===== src/rtl/raster_pkg.sv =====
`timescale 1ns/1ps
package raster_pkg;
    typedef enum logic [1:0] {
        SEG_ACT  = 2'd0,
        SEG_FP   = 2'd1,
        SEG_SYNC = 2'd2,
        SEG_BP   = 2'd3
    } seg_e;

    localparam int WORD_W    = 32;
    localparam int POL_BIT   = 29;
    localparam int OFF_BIT   = 30;
    localparam int EN_BIT    = 0;
    localparam int BLANK_BIT = 1;

    localparam logic [1:0] ADDR_HWORD = 2'd0;
    localparam logic [1:0] ADDR_VWORD = 2'd1;
    localparam logic [1:0] ADDR_CTRL  = 2'd2;
    localparam logic [1:0] ADDR_STAT  = 2'd3;
endpackage


===== src/rtl/raster_axis.sv =====
`timescale 1ns/1ps
module raster_axis
    import raster_pkg::*;
#(
    parameter int CW = 13
) (
    input  logic          clk,
    input  logic          rst_n,
    input  logic          run,
    input  logic          step,
    input  logic [CW-1:0] len_act,
    input  logic [CW-1:0] len_fp,
    input  logic [CW-1:0] len_sync,
    input  logic [CW-1:0] len_bp,
    output seg_e          seg,
    output logic [CW-1:0] pos,
    output logic          wrap,
    output logic          sync_start
);
    seg_e          seg_q, seg_d;
    logic [CW-1:0] cnt_q, cnt_d, pos_q, pos_d, cur_len;
    logic          seg_done;

    always_comb begin
        unique case (seg_q)
            SEG_ACT:  cur_len = len_act;
            SEG_FP:   cur_len = len_fp;
            SEG_SYNC: cur_len = len_sync;
            SEG_BP:   cur_len = len_bp;
        endcase
        seg_done   = run && step && (cnt_q == cur_len - 1'b1);
        wrap       = seg_done && (seg_q == SEG_BP);
        sync_start = seg_done && (seg_q == SEG_FP);

        seg_d = seg_q;
        cnt_d = cnt_q;
        pos_d = pos_q;
        if (!run) begin
            seg_d = SEG_ACT;
            cnt_d = '0;
            pos_d = '0;
        end else if (step) begin
            if (seg_done) begin
                cnt_d = '0;
                unique case (seg_q)
                    SEG_ACT:  seg_d = SEG_FP;
                    SEG_FP:   seg_d = SEG_SYNC;
                    SEG_SYNC: seg_d = SEG_BP;
                    SEG_BP:   seg_d = SEG_ACT;
                endcase
            end else begin
                cnt_d = cnt_q + 1'b1;
            end
            pos_d = wrap ? '0 : pos_q + 1'b1;
        end
    end

    always_ff @(posedge clk or negedge rst_n) begin
        if (!rst_n) begin
            seg_q <= SEG_ACT;
            cnt_q <= '0;
            pos_q <= '0;
        end else begin
            seg_q <= seg_d;
            cnt_q <= cnt_d;
            pos_q <= pos_d;
        end
    end

    assign seg = seg_q;
    assign pos = pos_q;

    // a wrap always returns the position to zero
    p_wrap_home_r4: assert property (@(posedge clk) disable iff (!rst_n)
        wrap |=> (pos == '0));

    // an idle axis sits at the start of the visible segment
    p_idle_home_r7: assert property (@(posedge clk) disable iff (!rst_n)
        !run |=> (pos == '0 && seg == SEG_ACT));
endmodule


===== src/rtl/raster_regs.sv =====
`timescale 1ns/1ps
module raster_regs
    import raster_pkg::*;
(
    input  logic              clk,
    input  logic              rst_n,
    input  logic              we,
    input  logic [1:0]        addr,
    input  logic [WORD_W-1:0] wdata,
    input  logic              load_geom,
    input  logic              set_irq,
    output logic [WORD_W-1:0] h_live,
    output logic [WORD_W-1:0] v_live,
    output logic [WORD_W-1:0] h_geom,
    output logic [WORD_W-1:0] v_geom,
    output logic              scan_en,
    output logic              blank,
    output logic              irq
);
    always_ff @(posedge clk or negedge rst_n) begin
        if (!rst_n) begin
            h_live  <= '0;
            v_live  <= '0;
            h_geom  <= '0;
            v_geom  <= '0;
            scan_en <= 1'b0;
            blank   <= 1'b0;
            irq     <= 1'b0;
        end else begin
            if (load_geom) begin
                h_geom <= h_live;
                v_geom <= v_live;
            end
            if (we) begin
                unique case (addr)
                    ADDR_HWORD: h_live <= wdata;
                    ADDR_VWORD: v_live <= wdata;
                    ADDR_CTRL: begin
                        scan_en <= wdata[EN_BIT];
                        blank   <= wdata[BLANK_BIT];
                    end
                    ADDR_STAT: ;
                endcase
            end
            if (set_irq)
                irq <= 1'b1;
            else if (we && addr == ADDR_STAT && wdata[0])
                irq <= 1'b0;
        end
    end

    // the retrace event always leaves the flag set, even against a clear
    p_irq_set_r9: assert property (@(posedge clk) disable iff (!rst_n)
        set_irq |=> irq);

    // geometry stays frozen inside a running frame
    p_geom_hold_r8: assert property (@(posedge clk) disable iff (!rst_n)
        (scan_en && !load_geom) |=> ($stable(h_geom) && $stable(v_geom)));
endmodule


===== src/rtl/raster_timing_gen.sv =====
`timescale 1ns/1ps
module raster_timing_gen
    import raster_pkg::*;
#(
    parameter int HPOS_W = 13,
    parameter int VPOS_W = 12
) (
    input  logic              clk,
    input  logic              rst_n,
    input  logic              bus_we,
    input  logic [1:0]        bus_addr,
    input  logic [31:0]       bus_wdata,
    output logic              hsync,
    output logic              vsync,
    output logic              disp_en,
    output logic [HPOS_W-1:0] pix_x,
    output logic [VPOS_W-1:0] line_y,
    output logic              retrace_irq
);
    localparam int HACT_U = 10;
    localparam int VACT_U = 11;

    logic [WORD_W-1:0] h_live, v_live, h_geom, v_geom;
    logic              scan_en, blank;
    logic              h_wrap, v_wrap, h_sync_start, v_sync_start;
    logic              frame_end, load_geom;
    seg_e              h_seg, v_seg;
    logic [HACT_U-1:0] h_act_u;
    logic [VACT_U-1:0] v_act_u;
    logic [HPOS_W-1:0] h_len_act, h_len_fp, h_len_sync, h_len_bp;
    logic [VPOS_W-1:0] v_len_act, v_len_fp, v_len_sync, v_len_bp;

    assign frame_end = h_wrap && v_wrap;
    assign load_geom = !scan_en || frame_end;

    raster_regs u_regs (
        .clk       (clk),
        .rst_n     (rst_n),
        .we        (bus_we),
        .addr      (bus_addr),
        .wdata     (bus_wdata),
        .load_geom (load_geom),
        .set_irq   (v_sync_start),
        .h_live    (h_live),
        .v_live    (v_live),
        .h_geom    (h_geom),
        .v_geom    (v_geom),
        .scan_en   (scan_en),
        .blank     (blank),
        .irq       (retrace_irq)
    );

    // field decode: a zero field is taken as one unit
    always_comb begin
        h_act_u    = {h_geom[31], h_geom[8:0]};
        v_act_u    = v_geom[10:0];
        h_len_act  = HPOS_W'({(h_act_u == '0) ? HACT_U'(1) : h_act_u, 2'b00});
        h_len_fp   = HPOS_W'({(h_geom[13:9]  == '0) ? 5'd1 : h_geom[13:9],  2'b00});
        h_len_sync = HPOS_W'({(h_geom[20:14] == '0) ? 7'd1 : h_geom[20:14], 2'b00});
        h_len_bp   = HPOS_W'({(h_geom[27:21] == '0) ? 7'd1 : h_geom[27:21], 2'b00});
        v_len_act  = VPOS_W'((v_act_u == '0) ? VACT_U'(1) : v_act_u);
        v_len_fp   = VPOS_W'((v_geom[15:11] == '0) ? 5'd1 : v_geom[15:11]);
        v_len_sync = VPOS_W'((v_geom[21:16] == '0) ? 6'd1 : v_geom[21:16]);
        v_len_bp   = VPOS_W'((v_geom[28:22] == '0) ? 7'd1 : v_geom[28:22]);
    end

    raster_axis #(.CW(HPOS_W)) u_hax (
        .clk        (clk),
        .rst_n      (rst_n),
        .run        (scan_en),
        .step       (1'b1),
        .len_act    (h_len_act),
        .len_fp     (h_len_fp),
        .len_sync   (h_len_sync),
        .len_bp     (h_len_bp),
        .seg        (h_seg),
        .pos        (pix_x),
        .wrap       (h_wrap),
        .sync_start (h_sync_start)
    );

    raster_axis #(.CW(VPOS_W)) u_vax (
        .clk        (clk),
        .rst_n      (rst_n),
        .run        (scan_en),
        .step       (h_wrap),
        .len_act    (v_len_act),
        .len_fp     (v_len_fp),
        .len_sync   (v_len_sync),
        .len_bp     (v_len_bp),
        .seg        (v_seg),
        .pos        (line_y),
        .wrap       (v_wrap),
        .sync_start (v_sync_start)
    );

    always_comb begin
        hsync = (scan_en && !h_live[OFF_BIT] && h_seg == SEG_SYNC) ?
                h_live[POL_BIT] : !h_live[POL_BIT];
        vsync = (scan_en && !v_live[OFF_BIT] && v_seg == SEG_SYNC) ?
                v_live[POL_BIT] : !v_live[POL_BIT];
        disp_en = scan_en && !blank && h_seg == SEG_ACT && v_seg == SEG_ACT;
    end

    logic unused_bits;
    assign unused_bits = ^{h_sync_start, h_geom[30:28], v_geom[31:29],
                           h_live[31], h_live[28:0], v_live[31], v_live[28:0]};

    // the flag can only rise as the frame enters vertical sync
    p_irq_rise_r9: assert property (@(posedge clk) disable iff (!rst_n)
        $rose(retrace_irq) |-> (v_seg == SEG_SYNC));
endmodule


===== config.mk =====
export PLATFORM = sky130hd
export DESIGN_NAME = raster_timing_gen
export DESIGN_NICKNAME = d
export VERILOG_FILES = /design/src/rtl/raster_pkg.sv /design/src/rtl/raster_axis.sv /design/src/rtl/raster_regs.sv /design/src/rtl/raster_timing_gen.sv
export SDC_FILE = /design/constraint.sdc
export NUM_CORES = 1
export LEC_CHECK = 0
export BUFFER_PORTS_ARGS = -buffer_cell sky130_fd_sc_hd__buf_2
export CORE_ASPECT_RATIO = 2
export CORE_MARGIN = 2
export CORE_UTILIZATION = 40
export DETAILED_ROUTE_END_ITERATION = 10
export SETUP_SLACK_MARGIN = 0.1
export SLEW_MARGIN = 20
export SYNTH_ARGS = -nofsm -noshare
export SYNTH_HDL_FRONTEND = slang
export SYNTH_SLANG_ARGS = --single-unit

===== constraint.sdc =====
create_clock -name clk -period 11.3 [get_ports clk]
set_input_delay 0.565 -clock clk [delete_from_list [all_inputs] [get_ports clk]]
set_output_delay 0.565 -clock clk [all_outputs]
set_load 0.01 [all_outputs]

## Word level (Yosys, flattened, before mapping)

Cells that the tools add are included.

- Word-level logic and storage cells: 103
- Bits in registers: 181

- Multiplexer cells: 31
- Eq/ne operators: 14
- Reductions and logical operators: 39
- $add $sub $neg: 6

Operators with widths:

| kind | count |
|---|---|
| 12-bit two-way mux | 6 |
| 13-bit two-way mux | 4 |
| 13-bit one-hot mux with 4 select lines | 1 |
| 12-bit one-hot mux with 4 select lines | 1 |
| 13-bit by 1-bit adder with 13-bit output, second input constant | 2 |
| 12-bit by 1-bit adder with 12-bit output, second input constant | 2 |
| 7-bit logical NOT | 3 |
| 7-bit two-way mux | 3 |
| 1-bit logical AND | 16 |
| 2-bit one-hot mux with 4 select lines | 2 |
| 13-bit == test | 1 |
| 13-bit by 1-bit subtractor with 13-bit output, second input constant | 1 |
| 12-bit == test | 1 |
| 2-bit == test, second input constant | 6 |
| 12-bit by 1-bit subtractor with 12-bit output, second input constant | 1 |
| 11-bit logical NOT | 1 |
| 11-bit two-way mux | 1 |
| 10-bit logical NOT | 1 |
| 5-bit logical NOT | 2 |
| 10-bit two-way mux | 1 |
| 2-bit two-way mux | 5 |
| 5-bit two-way mux | 2 |
| 2-bit AND reduction | 4 |
| 2-bit by 1-bit == test with 1-bit output, second input constant | 3 |
| 9 further kinds | 20 |

## Logic depth before layout (Yosys ltp)

Gate-level depths: netlist of run 1.

- Depth after elaboration: 13
- Depth in mapped cells: 19

## By module

From an unflattened synthesis of run 1, not the netlist that was laid out.

- Cell total of the unflattened synthesis: 946
- Area total of the unflattened synthesis: 10,138.5 µm²

Modules (own cells, without submodules):

| module | area an instance (µm²) | cells each | seq. area each (µm²) | times used |
|---|---|---|---|---|
| raster_regs | 4,903.5 | 279 | 3,278.1 | 1 |
| raster_axis (u_hax) | 2,489.9 | 307 | 700.7 | 1 |
| raster_axis (u_vax) | 2,332.2 | 277 | 650.6 | 1 |
| raster_timing_gen | 412.9 | 83 | 0.0 | 1 |

## Worst setup path after synthesis of run 1

Ideal clock, no wire load.

- Path type: register to register
- From: register u_hax.seg_q[0] (netlist: u_hax.seg[0])
- To: register u_vax.pos_q[7] (netlist: u_vax.pos[7])
- Arrival: 4.248 ns
- Period minus slack after synthesis: 4.326 ns
- Path slack: 6.974 ns
- Cell stages (with the launch flop): 19
- Cells stage by stage: dfrtp_1 > inv_1 > ha_1 > clkbuf_1 > clkbuf_1 > a221o_1 > a31oi_1 > a31o_2 > ha_1 > inv_1 > or4_4 > xnor2_2 > a311oi_1 > or4_1 > buf_2 > or2_1 > clkbuf_2 > or4_1 > a21oi_1

- Word-level cells in the longest chain between the ends: 12
- Elaborated cells on any way between the ends: 16

RTL lines:

| what | line | text |
|---|---|---|
| start: declaration | raster_axis.sv:20 | `seg_e seg_q, seg_d;` |
| start signal: assignment | raster_axis.sv:64 | `seg_q <= seg_d;` |
| 2-bit == test, or another cell as far along | raster_axis.sv:25, raster_axis.sv:32 |  |
| 13-bit one-hot mux with 4 select lines | raster_axis.sv:25 | `unique case (seg_q)` |
| 13-bit by 1-bit subtractor with 13-bit output | raster_axis.sv:31 | `seg_done = run && step && (cnt_q == cur_len - 1'b1);` |
| 13-bit == test | raster_axis.sv:31 |  |
| 1-bit logical AND | raster_axis.sv:31 |  |
| 1-bit logical AND (*) | raster_axis.sv:32 | `wrap = seg_done && (seg_q == SEG_BP);` |
| 1-bit logical AND (2 in series) | raster_axis.sv:31 |  |
| 1-bit logical AND | raster_axis.sv:32 |  |
| 12-bit two-way mux | raster_axis.sv:54 | `pos_d = wrap ? '0 : pos_q + 1'b1;` |
| 12-bit two-way mux | raster_axis.sv:42 | `end else if (step) begin` |
| 12-bit two-way mux | raster_axis.sv:38 | `if (!run) begin` |
| end signal: assignment | raster_axis.sv:66 | `pos_q <= pos_d;` |
| end: declaration | raster_axis.sv:21 | `logic [CW-1:0] cnt_q, cnt_d, pos_q, pos_d, cur_len;` |

Mark *: on every way between the ends. The rest lies on a longest branch, timed or not. The select of a mux whose other input is x is not followed.
A chain may end at the register's enable or synchronous reset.

## Worst setup path after layout of run 1

- From: register u_hax.seg_q[0] (netlist: u_hax.seg[0])
- To: register u_regs.v_geom[10]

- Word-level cells in the longest chain between the ends: 11
- Elaborated cells on any way between the ends: 14

RTL lines:

| what | line | text |
|---|---|---|
| 2-bit == test, or another cell as far along | raster_axis.sv:25, raster_axis.sv:32 |  |
| 13-bit one-hot mux with 4 select lines | raster_axis.sv:25 |  |
| 13-bit by 1-bit subtractor with 13-bit output | raster_axis.sv:31 |  |
| 13-bit == test | raster_axis.sv:31 |  |
| 1-bit logical AND | raster_axis.sv:31 |  |
| 1-bit logical AND (*) | raster_axis.sv:32 |  |
| 1-bit logical AND (2 in series) | raster_axis.sv:31 |  |
| 1-bit logical AND | raster_axis.sv:32 |  |
| 1-bit logical AND (*) | raster_timing_gen.sv:33 | `assign frame_end = h_wrap && v_wrap;` |
| 1-bit logical OR (*) | raster_timing_gen.sv:34 | `assign load_geom = !scan_en \|\| frame_end;` |
| end signal: assignment | raster_regs.sv:32 | `v_geom <= v_live;` |
| end: declaration | raster_regs.sv:15 | `output logic [WORD_W-1:0] v_geom,` |

Marked as above.

==> results of run 1 <==
[cell usage in the layout, fill, tap and decap left out, drive strengths merged, types with 3 or more instances in the layout]
cell type,instances
a211oi,4
a21boi,3
a21o,3
a21oi,17
a222oi,6
a22oi,3
a311oi,3
a31o,5
a31oi,3
and2,7
and3,21
and4b,4
buf,72
clkbuf,18
clkinv,7
dfrtp,177
ha,16
inv,24
mux2,124
mux2i,5
nand2,50
nand3,29
nand3b,5
nand4,18
nor2,56
nor2b,14
nor3,10
nor3b,10
nor4,8
o211ai,15
o21ai,21
o21bai,3
o31ai,4
or2,5
or3,3
or4,9
xnor2,23
xor2,29
[worst max path at each step]
stage | from | end | cells after the start
2_1_floorplan | u_hax.seg[0] | u_vax.pos[7] | 18
3_3_place_gp | u_hax.seg[0] | u_regs.h_geom[31] | 16
3_5_place_dp | u_hax.seg[0] | u_regs.v_geom[13] | 16
4_1_cts | u_hax.seg[0] | u_regs.v_geom[13] | 16
5_1_grt | u_hax.seg[1] | u_regs.v_geom[10] | 16
6_report | u_hax.seg[0] | u_regs.v_geom[10] | 16
[layout make-up]
type	count	area, sq um	share of cell area, %
Timing Repair Buffer	73	394	3.91
Multi-Input combinational cell	559	4230	42.0
Inverter	17	63.8	0.633
Tap cell	276	345	3.43
Sequential cell	177	4430	43.9
Clock inverter	15	191	1.90
Clock buffer	17	425	4.22
[state kept, by name, indices dropped and copies added, names as in the netlist]
| register | cells |
|---|---|
| u_regs.v_live | 31 |
| u_regs.v_geom | 29 |
| u_vax.pos | 12 |
| u_hax.pos | 13 |
| u_regs.scan_en | 1 |
| u_hax.seg | 2 |
| u_regs.h_live | 31 |
| u_vax.cnt_q | 12 |
| u_regs.blank | 1 |
| u_regs.irq | 1 |
| u_regs.h_geom | 29 |
| u_vax.seg | 2 |
| u_hax.cnt_q | 13 |
[through the flow]
stage	worst slack [ns]	power [mW]	hold WS, ns
6_report	6.07	1.88	0.209
5_1_grt	5.70	1.98	0.307
4_1_cts	6.11	1.90	0.306
3_5_place_dp	6.13	1.28	0.483
3_3_place_gp	6.31	1.27	0.478
2_1_floorplan	6.97	1.15	0.269
[routing by layer]
metal  part of all wire [%]  wire, um  track usage, %  vias up
met5                      0         0               0        -
met4                    3.3       700            7.97        0
met3                    3.0       640            2.80       33
met2                     53     11300            33.9      149
met1                     41      8580            23.0     3221
li1                       -         -               -     2968
[where the power goes]
group          internal [mW]  total [mW]  switching, mW
Combinational          0.202       0.399          0.197
Clock                  0.321       0.612          0.292
Sequential             0.757       0.872          0.114
Total                   1.28        1.88          0.603
[critical path: cells and delay by family, from the launching register on]
| family | cells | cell delay [ns] |
|---|---|---|
| multiplexers | 1 | 0.42 |
| AND/OR/NAND/NOR | 3 | 0.95 |
| AO/OA/AOI/OAI | 4 | 1.02 |
| XOR/XNOR | 1 | 0.14 |
| flip-flops | 1 | 0.42 |
| buffers and inverters | 5 | 1.37 |
| adder cells (fa/ha/maj) | 2 | 0.75 |
[logic make-up (layout without fill, tap and decap cells)]
kind of cell | count (synthesis) | count (layout) | synth area share, %
buf+inv | 55 | 122 | 2.49
simple gates | 252 | 252 | 14.9
compound gates | 110 | 110 | 8.82
mux | 129 | 129 | 16.3
xor+xnor | 52 | 52 | 5.23
flops | 177 | 177 | 50.0
fa+ha+maj | 16 | 16 | 2.26
==> impl_summary.log, run 1 <==
INFO  metric maximum_number_of_pins_on_one_net_before_global_route_repair = 116
INFO  metric post_cts_hold_buffer_count = 0
INFO  metric drt_pre_antenna_iters = 5
INFO  metric worstRegToRegCells = 16
INFO  metric final_min_period_over_clock_period = 46.3%
INFO  metric first_iter_violations = 342
INFO  metric avgRoutedWirePerCell = 18.7 um
INFO  metric grt_use_total = 19.3%
INFO  metric async_flop_share = 100%
INFO  metric gp_routability_congestion = 0.872
INFO  metric antennaDiodeCount = 0
INFO  metric routed-via-count = 6371
INFO  metric ctsRootBufferMaster = sky130_fd_sc_hd__clkbuf_16
INFO  metric final-hold-violation-count = 0
INFO  metric io_buffers = 65
INFO  metric slew_headroom = 33.7%
INFO  metric synth_fp_nets = 844
INFO  metric synth_top_cell_area_share = 50.0%
INFO  metric path_cells = inv_1 -> ha_1 -> inv_1 -> a311oi_1 -> a31o_2 -> ha_1 -> inv_1 -> or4_4 -> xnor2_2 -> a311oi_1 -> nor4_2 -> buf_4 -> nand2_1 -> o21ai_4 -> buf_4 -> mux2_2
INFO  metric critical_path_peak_fanout = 58
INFO  metric die_h = 214 um
INFO  metric initial_utilization = 40.3%
INFO  metric rsz0062_at_grt = false
INFO  metric fin_skew = 0.0111 ns
INFO  metric count_of_placed_standard_cells_in_the_final_layout_fillers_left_out = 1134
INFO  metric synth.avg_cell_area = 11.2 sq um
INFO  metric num-nets-final = 898
INFO  metric die_width = 109 um
INFO  metric power_density = 187 nW/um^2
INFO  metric wirelength = 21200 um
INFO  metric cts_setup_buffers = 0
INFO  metric grt_pass1_wl = 34900 um
INFO  metric finalMaxSlewViolations = 0
INFO  metric timing.setup.critical_path_class = flip-flop to flip-flop
INFO  metric die_area = 23400 sq um
INFO  metric first_global_vias = 6417
INFO  metric detailed_place_hpwl = 15300 um
INFO  metric worst_ir_drop_vdd = 0.000119 V
INFO  metric min_cycle_time_layout = 5.23 ns
INFO  metric timing.reg2reg.setup_slack = 6.07 ns
INFO  metric yosysWarningCount = 0
INFO  metric worst-slew-pin-transition = 0.995 ns
INFO  metric placement_rows = 77
INFO  metric critPathMostFrequentCell = sky130_fd_sc_hd__inv_1
INFO  metric number_of_cells_upsized_or_downsized_after_cts = 0
INFO  metric post_dp_cell_area = 9460 sq um
INFO  metric clock-sinks = 177
INFO  metric critical-path-slowest-cell = sky130_fd_sc_hd__buf_4
INFO  metric worst_setup_hold_path_clk_slew = 0.07 ns
INFO  metric critical_path_required = 11.61 ns
INFO  metric route.antenna.remaining_nets = 0
INFO  metric synth.lib_cells_used.distinct = 65
INFO  metric crit_path_max_incr_delay = 0.68 ns
INFO  metric areaGrowthSynthToFinish = 13.8%
INFO  metric cts_tree = yes
INFO  metric finish.utilization = 45.9%
INFO  metric detail_route.vias_per_cell = 5.62
INFO  metric cap_violations = 0
INFO  metric synthTopCellsByCount = sky130_fd_sc_hd__dfrtp_1, sky130_fd_sc_hd__mux2_2, sky130_fd_sc_hd__nor2_1, sky130_fd_sc_hd__nand2_1
INFO  metric worst_hold_path_type = input pin to asynchronous set/reset pin
INFO  metric worstPathArrival = 5.54 ns
INFO  metric remaining_drc_errors = 0
INFO  metric status = complete, no violations
INFO  metric synth_top_flop_cell = sky130_fd_sc_hd__dfrtp_1
INFO  metric synth_edf_count = 0
INFO  metric synthCells = 791
INFO  metric synth-seq-area-share = 50.0%
INFO  metric grt_overflow = 0
INFO  metric startpoint_type = flip-flop
INFO  metric ys_top_cells_by_area = sky130_fd_sc_hd__dfrtp_1, sky130_fd_sc_hd__mux2_2, sky130_fd_sc_hd__xor2_1
INFO  metric tritoncts.num_buffers = 17
INFO  metric leakage = 4.36 nW
INFO  metric yosysMostFrequentCell = sky130_fd_sc_hd__dfrtp_1
INFO  metric cts_htree_levels = 4
INFO  metric reg2reg_to = u_regs.v_geom[10]
INFO  metric synth_largest_area_cell = sky130_fd_sc_hd__dfrtp_1
INFO  metric dp_cells = 1102
INFO  metric ys_ff_latch = 177
INFO  metric cts-root-to-sink-buffers = 2
INFO  metric clk_latency = 0.44 ns
INFO  metric setup_viol = 0
INFO  metric final_design_area_no_fill = 10100 sq um
INFO  metric totalNegativeSetupSlack = 0 ns
INFO  metric synth_area = 8860 sq um
INFO  metric final_layout_size_suffix_gt1_share = 28.4%
INFO  metric worstReg2RegStart = u_hax.seg[0]
INFO  metric fmax = 0.191 GHz
INFO  metric antenna_found_initial = 0
INFO  metric placeable_core_area = 22000 sq um
INFO  metric io-pin-count = 66
INFO  metric timing.critical_path.to_type = flip-flop
INFO  metric nFillCells = 2096
Power figures use the tool's default switching activity.
==> run 2: changes to the inputs <==
- clock period: 11.3 -> 5.3 ns (I/O delays scaled with it)
==> impl_summary.log, run 2 (synthesized netlist as in run 1, its figures left out) <==
INFO  metric worst-slew-pin-transition = 0.769 ns
INFO  metric maximum_number_of_pins_on_one_net_before_global_route_repair = 131
INFO  metric layout_common_cells = sky130_fd_sc_hd__dfrtp_1, sky130_fd_sc_hd__mux2_2, sky130_fd_sc_hd__buf_2
INFO  metric first_global_vias = 6285
INFO  metric hold-path-cell-count = 2
INFO  metric total_power = 3.92 mW
INFO  metric areaGrowthSynthToFinish = 14.1%
INFO  metric avgRoutedWirePerCell = 18.4 um
INFO  metric leakage = 4.37 nW
INFO  metric count_of_placed_standard_cells_in_the_final_layout_fillers_left_out = 1140
INFO  metric placeable_core_area = 22000 sq um
INFO  metric num-nets-final = 904
INFO  metric worst_hold_path_type = input pin to flip-flop
INFO  metric critical_path_peak_fanout = 9
INFO  metric cts_setup_buffers = 0
INFO  metric clock-sinks = 177
INFO  metric timing.setup.critical_path_class = flip-flop to flip-flop
INFO  metric startpoint_type = flip-flop
INFO  metric first_iter_violations = 330
INFO  metric min_cycle_time_layout = 4.77 ns
INFO  metric worst_setup_hold_path_clk_slew = 0.07 ns
INFO  metric wirelength = 21000 um
INFO  metric dp_cells = 1106
INFO  metric cts-root-to-sink-buffers = 2
INFO  metric antenna_found_initial = 0
INFO  metric slew_headroom = 48.3%
INFO  metric die_area = 23400 sq um
INFO  metric timing.critical_path.to_type = flip-flop
INFO  metric route.antenna.remaining_nets = 0
INFO  metric die_h = 214 um
INFO  metric setup_viol = 0
INFO  metric clk_latency = 0.43 ns
INFO  metric detailed_place_hpwl = 15300 um
INFO  metric finalMaxSlewViolations = 0
INFO  metric die_width = 109 um
INFO  metric grt_pass1_wl = 33900 um
INFO  metric largest_registers_ranked_by_flip_flop_count = u_regs.h_live: 31 flops, u_regs.v_live: 31 flops
INFO  metric drt_pre_antenna_iters = 5
INFO  metric place_worst_setup_slack = 0.576 ns
INFO  metric final-hold-violation-count = 0
INFO  metric critical_path_required = 5.66 ns
INFO  metric power_density = 388 nW/um^2
INFO  metric io-pin-count = 66
INFO  metric final_common_cell = sky130_fd_sc_hd__dfrtp_1
INFO  metric worst_ir_drop_vdd = 0.000301 V
INFO  metric grt_use_total = 18.9%
INFO  metric ctsRootBufferMaster = sky130_fd_sc_hd__clkbuf_16
INFO  metric gp_routability_congestion = 0.828
INFO  metric fmax = 0.210 GHz
INFO  metric antennaDiodeCount = 0
INFO  metric placement_rows = 77
INFO  metric cap_violations = 0
INFO  metric detail_route.vias_per_cell = 5.54
INFO  metric totalNegativeSetupSlack = 0 ns
INFO  metric worstPathArrival = 5.13 ns
INFO  metric cts_tree = yes
INFO  metric status = complete, no violations
INFO  metric rsz0062_at_grt = false
INFO  metric initial_utilization = 40.3%
INFO  metric worst_hold_margin = 0.0688 ns
INFO  metric final_critical_path_setup_slack = 0.531 ns
INFO  metric final_layout_size_suffix_gt1_share = 28.8%
INFO  metric tritoncts.num_buffers = 17
INFO  metric routed-via-count = 6317
INFO  metric worstRegToRegCells = 14
INFO  metric fin_skew = 0.0136 ns
INFO  metric remaining_drc_errors = 0
INFO  metric grt_overflow = 0
INFO  metric final_min_period_over_clock_period = 90.0%
INFO  metric io_buffers = 65
INFO  metric cts_htree_levels = 4
[run 2: changes by cell type in the layout (fill, tap and decap cells not counted), moves of 2 or more]
cell | previous run | this run
sky130_fd_sc_hd__buf_4 | 8 | 11
sky130_fd_sc_hd__clkinv_8 | 4 | 1
sky130_fd_sc_hd__clkinvlp_4 | 0 | 3
sky130_fd_sc_hd__clkinv_2 | 1 | 3
sky130_fd_sc_hd__inv_8 | 5 | 3
[run 2: layer usage]
metal | wire length, um | part of all wire [%] | global-route usage, % | up-vias
met5 | 0 | 0 | 0 | -
met4 | 595 | 2.8 | 7.30 | 0
met3 | 590 | 2.8 | 2.61 | 26
met2 | 11300 | 54 | 34.0 | 122
met1 | 8480 | 40 | 22.2 | 3181
li1 | - | - | - | 2988
[run 2: layout make-up]
class / count / area, sq um
Timing Repair Buffer: 79 / 475
Sequential cell: 177 / 4430
Clock buffer: 18 / 439
Multi-Input combinational cell: 559 / 4230
Fill cell: 2087 / 11900
Tap cell: 276 / 345
Inverter: 17 / 63.8
Clock inverter: 14 / 123
[run 2: worst max-delay path: stages (launching register included)]
cell and delay, ns:
sky130_fd_sc_hd__dfrtp_1 0.43, sky130_fd_sc_hd__inv_1 0.11, sky130_fd_sc_hd__ha_1 0.36, sky130_fd_sc_hd__a221o_1 0.38, sky130_fd_sc_hd__a31oi_1 0.23, sky130_fd_sc_hd__a31o_2 0.28
sky130_fd_sc_hd__ha_1 0.20, sky130_fd_sc_hd__inv_1 0.09, sky130_fd_sc_hd__or4_4 0.57, sky130_fd_sc_hd__xnor2_2 0.15, sky130_fd_sc_hd__a311oi_1 0.14, sky130_fd_sc_hd__or4_1 0.67
sky130_fd_sc_hd__or2_1 0.39, sky130_fd_sc_hd__or4_1 0.54, sky130_fd_sc_hd__a21oi_1 0.15
[run 2: path summary, 6_finish.rpt]
path | startpoint | end | slack [ns]
max | u_hax.seg[0] | u_vax.pos[7] | 0.53
min | bus_wdata[31] | u_regs.h_live[31] | 0.07
max reg2reg | u_hax.seg[0] | u_vax.pos[7] | 0.53
min reg2reg | u_hax.cnt_q[0] | u_hax.cnt_q[0] | 0.49
max in group asynchronous | rst_n | u_regs.irq | 4.10
min in group asynchronous | rst_n | u_regs.v_geom[27] | 0.29
[run 2: where the power goes]
part,switching (mW),internal [mW]
Sequential,0.239,1.62
Clock,0.578,0.629
Combinational,0.420,0.442
Total,1.24,2.69
[run 2: what timing repair did]
item / CTS / global route
hold endpoints to repair: 0 / 28
endpoints found under the setup margin: 0 / 0
resized for setup: 0 / 0
hold buffers: 0 / 1
[run 2: stage by stage]
stage | instance area [sq um] | util, %
after floorplan | 8860 | -
after global placement | 9500 | 43.3
after detailed placement | 9500 | 43.3
after CTS | 10100 | 45.8
after global routing | 10100 | 46.0
final | 10100 | 46.0
==> run 3: changes to the inputs <==
==> constraint.sdc (replaced) <==
create_clock -name clk -period 5.3 [get_ports clk]
set_input_delay 0 -clock clk [delete_from_list [all_inputs] [get_ports clk]]
set_output_delay 0 -clock clk [all_outputs]
set_load 0.01 [all_outputs]
==> impl_summary.log, run 3 (synthesized netlist as in run 1, its figures left out) <==
INFO  metric slew_headroom = 44.0%
INFO  metric path_buf_inv = 4
INFO  metric cellInternalPower = 2.84 mW
INFO  metric largest_registers_ranked_by_flip_flop_count = u_regs.h_live: 31 flops, u_regs.v_live: 31 flops
INFO  metric grt_overflow = 0
INFO  metric sequentialPowerShare = 45.5%
INFO  metric regArea = 4430 sq um
INFO  metric worstPathArrival = 4.87 ns
INFO  metric cts-root-to-sink-buffers = 2
INFO  metric worst_ir_drop_vdd = 0.000258 V
INFO  metric critical-path-slowest-cell = sky130_fd_sc_hd__or4_1
INFO  metric nFillCells = 2040
INFO  metric setup_viol = 0
INFO  metric final_common_cell = sky130_fd_sc_hd__dfrtp_1
INFO  metric min_cycle_time_layout = 4.52 ns
INFO  metric rsz0062_at_grt = false
INFO  metric areaGrowthSynthToFinish = 18.6%
INFO  metric final_min_period_over_clock_period = 85.3%
INFO  metric grt_use_total = 19.4%
INFO  metric antenna_found_initial = 0
INFO  metric detailed_place_hpwl = 15600 um
INFO  metric post_cts_hold_buffer_count = 36
INFO  metric p_switching = 1.23 mW
INFO  metric critPathMostFrequentCell = sky130_fd_sc_hd__inv_1
INFO  metric timing.critical_path.to_type = flip-flop
INFO  metric startpoint_type = flip-flop
INFO  metric detail_route.vias_per_cell = 5.49
INFO  metric die_width = 109 um
INFO  metric gp_routability_congestion = 0.903
INFO  metric worstReg2RegStart = u_hax.seg[0]
INFO  metric cp.depth = 15
INFO  metric placeable_core_area = 22000 sq um
INFO  metric reg2reg_to = u_vax.pos[7]
INFO  metric drt_pre_antenna_iters = 5
INFO  metric final_layout_size_suffix_gt1_share = 27.6%
INFO  metric critical_path_required = 5.65 ns
INFO  metric die_h = 214 um
INFO  metric tritoncts.num_buffers = 17
INFO  metric leakage = 4.54 nW
INFO  metric number_of_cells_upsized_or_downsized_after_cts = 0
INFO  metric path_cells = inv_1 -> ha_1 -> buf_4 -> inv_1 -> a311oi_1 -> a31o_2 -> ha_1 -> inv_1 -> or4_4 -> xnor2_2 -> a311oi_1 -> or4_1 -> or2_1 -> or4_1 -> a21oi_1
INFO  metric first_global_vias = 6589
INFO  metric cts_htree_levels = 4
INFO  metric layout_common_cells = sky130_fd_sc_hd__dfrtp_1, sky130_fd_sc_hd__mux2_2, sky130_fd_sc_hd__buf_2
INFO  metric totalNegativeSetupSlack = 0 ns
INFO  metric avgRoutedWirePerCell = 18.3 um
INFO  metric routed-via-count = 6456
INFO  metric first_iter_violations = 321
INFO  metric grt_pass1_wl = 34900 um
INFO  metric power_density = 388 nW/um^2
INFO  metric timing.reg2reg.setup_slack = 0.78 ns
INFO  metric antennaDiodeCount = 0
INFO  metric post_dp_cell_area = 9520 sq um
INFO  metric multi_input_comb_area = 4230 sq um
INFO  metric route.antenna.remaining_nets = 0
INFO  metric fin_skew = 0.0128 ns
INFO  metric worst_hold_path_type = input pin to asynchronous set/reset pin
INFO  metric final-hold-violation-count = 0
INFO  metric placement_rows = 77
INFO  metric finalMaxSlewViolations = 0
INFO  metric crit_path_end = u_vax.pos[7]
INFO  metric dp_cells = 1108
INFO  metric worstRegToRegCells = 15
INFO  metric place_worst_setup_slack = 0.830 ns
INFO  metric clk_latency = 0.43 ns
INFO  metric cts_tree = yes
INFO  metric io_buffers = 65
INFO  metric wirelength = 21500 um
INFO  metric path_delay_family = simple AND/OR/NAND/NOR gates
INFO  metric switching_share = 30.3%
INFO  metric status = complete, no violations
INFO  metric final_design_area_no_fill = 10500 sq um
INFO  metric worst_setup_hold_path_clk_slew = 0.07 ns
INFO  metric worst_setup_path_start = u_hax.seg[0]
INFO  metric num-nets-final = 940
INFO  metric clock-sinks = 177
INFO  metric initial_utilization = 40.3%
INFO  metric final_critical_path_setup_slack = 0.780 ns
INFO  metric power.share.clock = 32.6%
INFO  metric count_of_placed_standard_cells_in_the_final_layout_fillers_left_out = 1176
INFO  metric fmax = 0.221 GHz
INFO  metric maximum_number_of_pins_on_one_net_before_global_route_repair = 67
INFO  metric crit_path_max_incr_delay = 0.67 ns
INFO  metric power_frac_comb = 21.8%
INFO  metric cts_setup_buffers = 0
INFO  metric timing.setup.critical_path_class = flip-flop to flip-flop
INFO  metric worst-slew-pin-transition = 0.840 ns
INFO  metric ctsRootBufferMaster = sky130_fd_sc_hd__clkbuf_16
INFO  metric critical_path_peak_fanout = 19
INFO  metric cap_violations = 0
INFO  metric remaining_drc_errors = 0
INFO  metric io-pin-count = 66
INFO  metric die_area = 23400 sq um
[run 3: cell count changes in the layout (fill, tap and decap cells not counted), sizes merged]
cell	change
dlygate4sd3	+35
inv	-3
bufinv	+3
clkbuf	+3
clkinvlp	-2
[run 3: through the flow]
step / hold WS, ns / total power, mW / util, %
final: 0.0894 / 4.08 / 47.8
after global routing: 0.127 / 4.30 / 47.8
after CTS: 0.102 / 4.11 / 47.8
after detailed placement: -0.0175 / 2.75 / 43.3
after global placement: -0.0211 / 2.73 / 43.3
after floorplan: -0.296 / 2.44 / -
[run 3: worst min path at each step]
stage / cells past startpoint / from / endpoint / slack [ns]
2_1_floorplan: 0 / rst_n / u_hax.cnt_q[0] / -0.30
3_3_place_gp: 1 / rst_n / u_regs.v_live[28] / -0.02
3_5_place_dp: 1 / rst_n / u_regs.v_live[28] / -0.02
4_1_cts: 2 / rst_n / u_vax.cnt_q[10] / 0.10
5_1_grt: 2 / rst_n / u_regs.v_live[28] / 0.13
6_report: 2 / rst_n / u_regs.v_geom[10] / 0.09
[run 3: cell type report]
cell class | count | share of cell area (%)
Clock buffer | 20 | 4.25
Clock inverter | 12 | 1.66
Inverter | 17 | 0.608
Multi-Input combinational cell | 559 | 40.3
Sequential cell | 177 | 42.2
Tap cell | 276 | 3.29
Timing Repair Buffer | 115 | 7.73
[run 3: metal layers]
layer / GRT usage [%] / wire length [um] / vias to the layer above
li1: - / - / 3062
met1: 22.2 / 8430 / 3176
met2: 34.6 / 11500 / 178
met3: 2.71 / 714 / 40
met4: 9.49 / 879 / 0
met5: 0 / 0 / -
[run 3: worst register-to-register path: cells and delay by family, from the launching register on]
family	cells	cell delay (ns)
compound gates	4	0.80
xor+xnor	1	0.15
fa+ha+maj	2	0.36
buf+inv	4	0.57
flops	1	0.42
simple gates	4	2.15
[run 3: power groups by stage]
stage	clock, mW	sequential [mW]	combinational [mW]
final	1.33	1.86	0.890
after global placement	0	1.88	0.851
after floorplan	0	1.78	0.666
after global routing	1.42	1.89	0.981
after CTS	1.36	1.86	0.892
after detailed placement	0	1.88	0.867
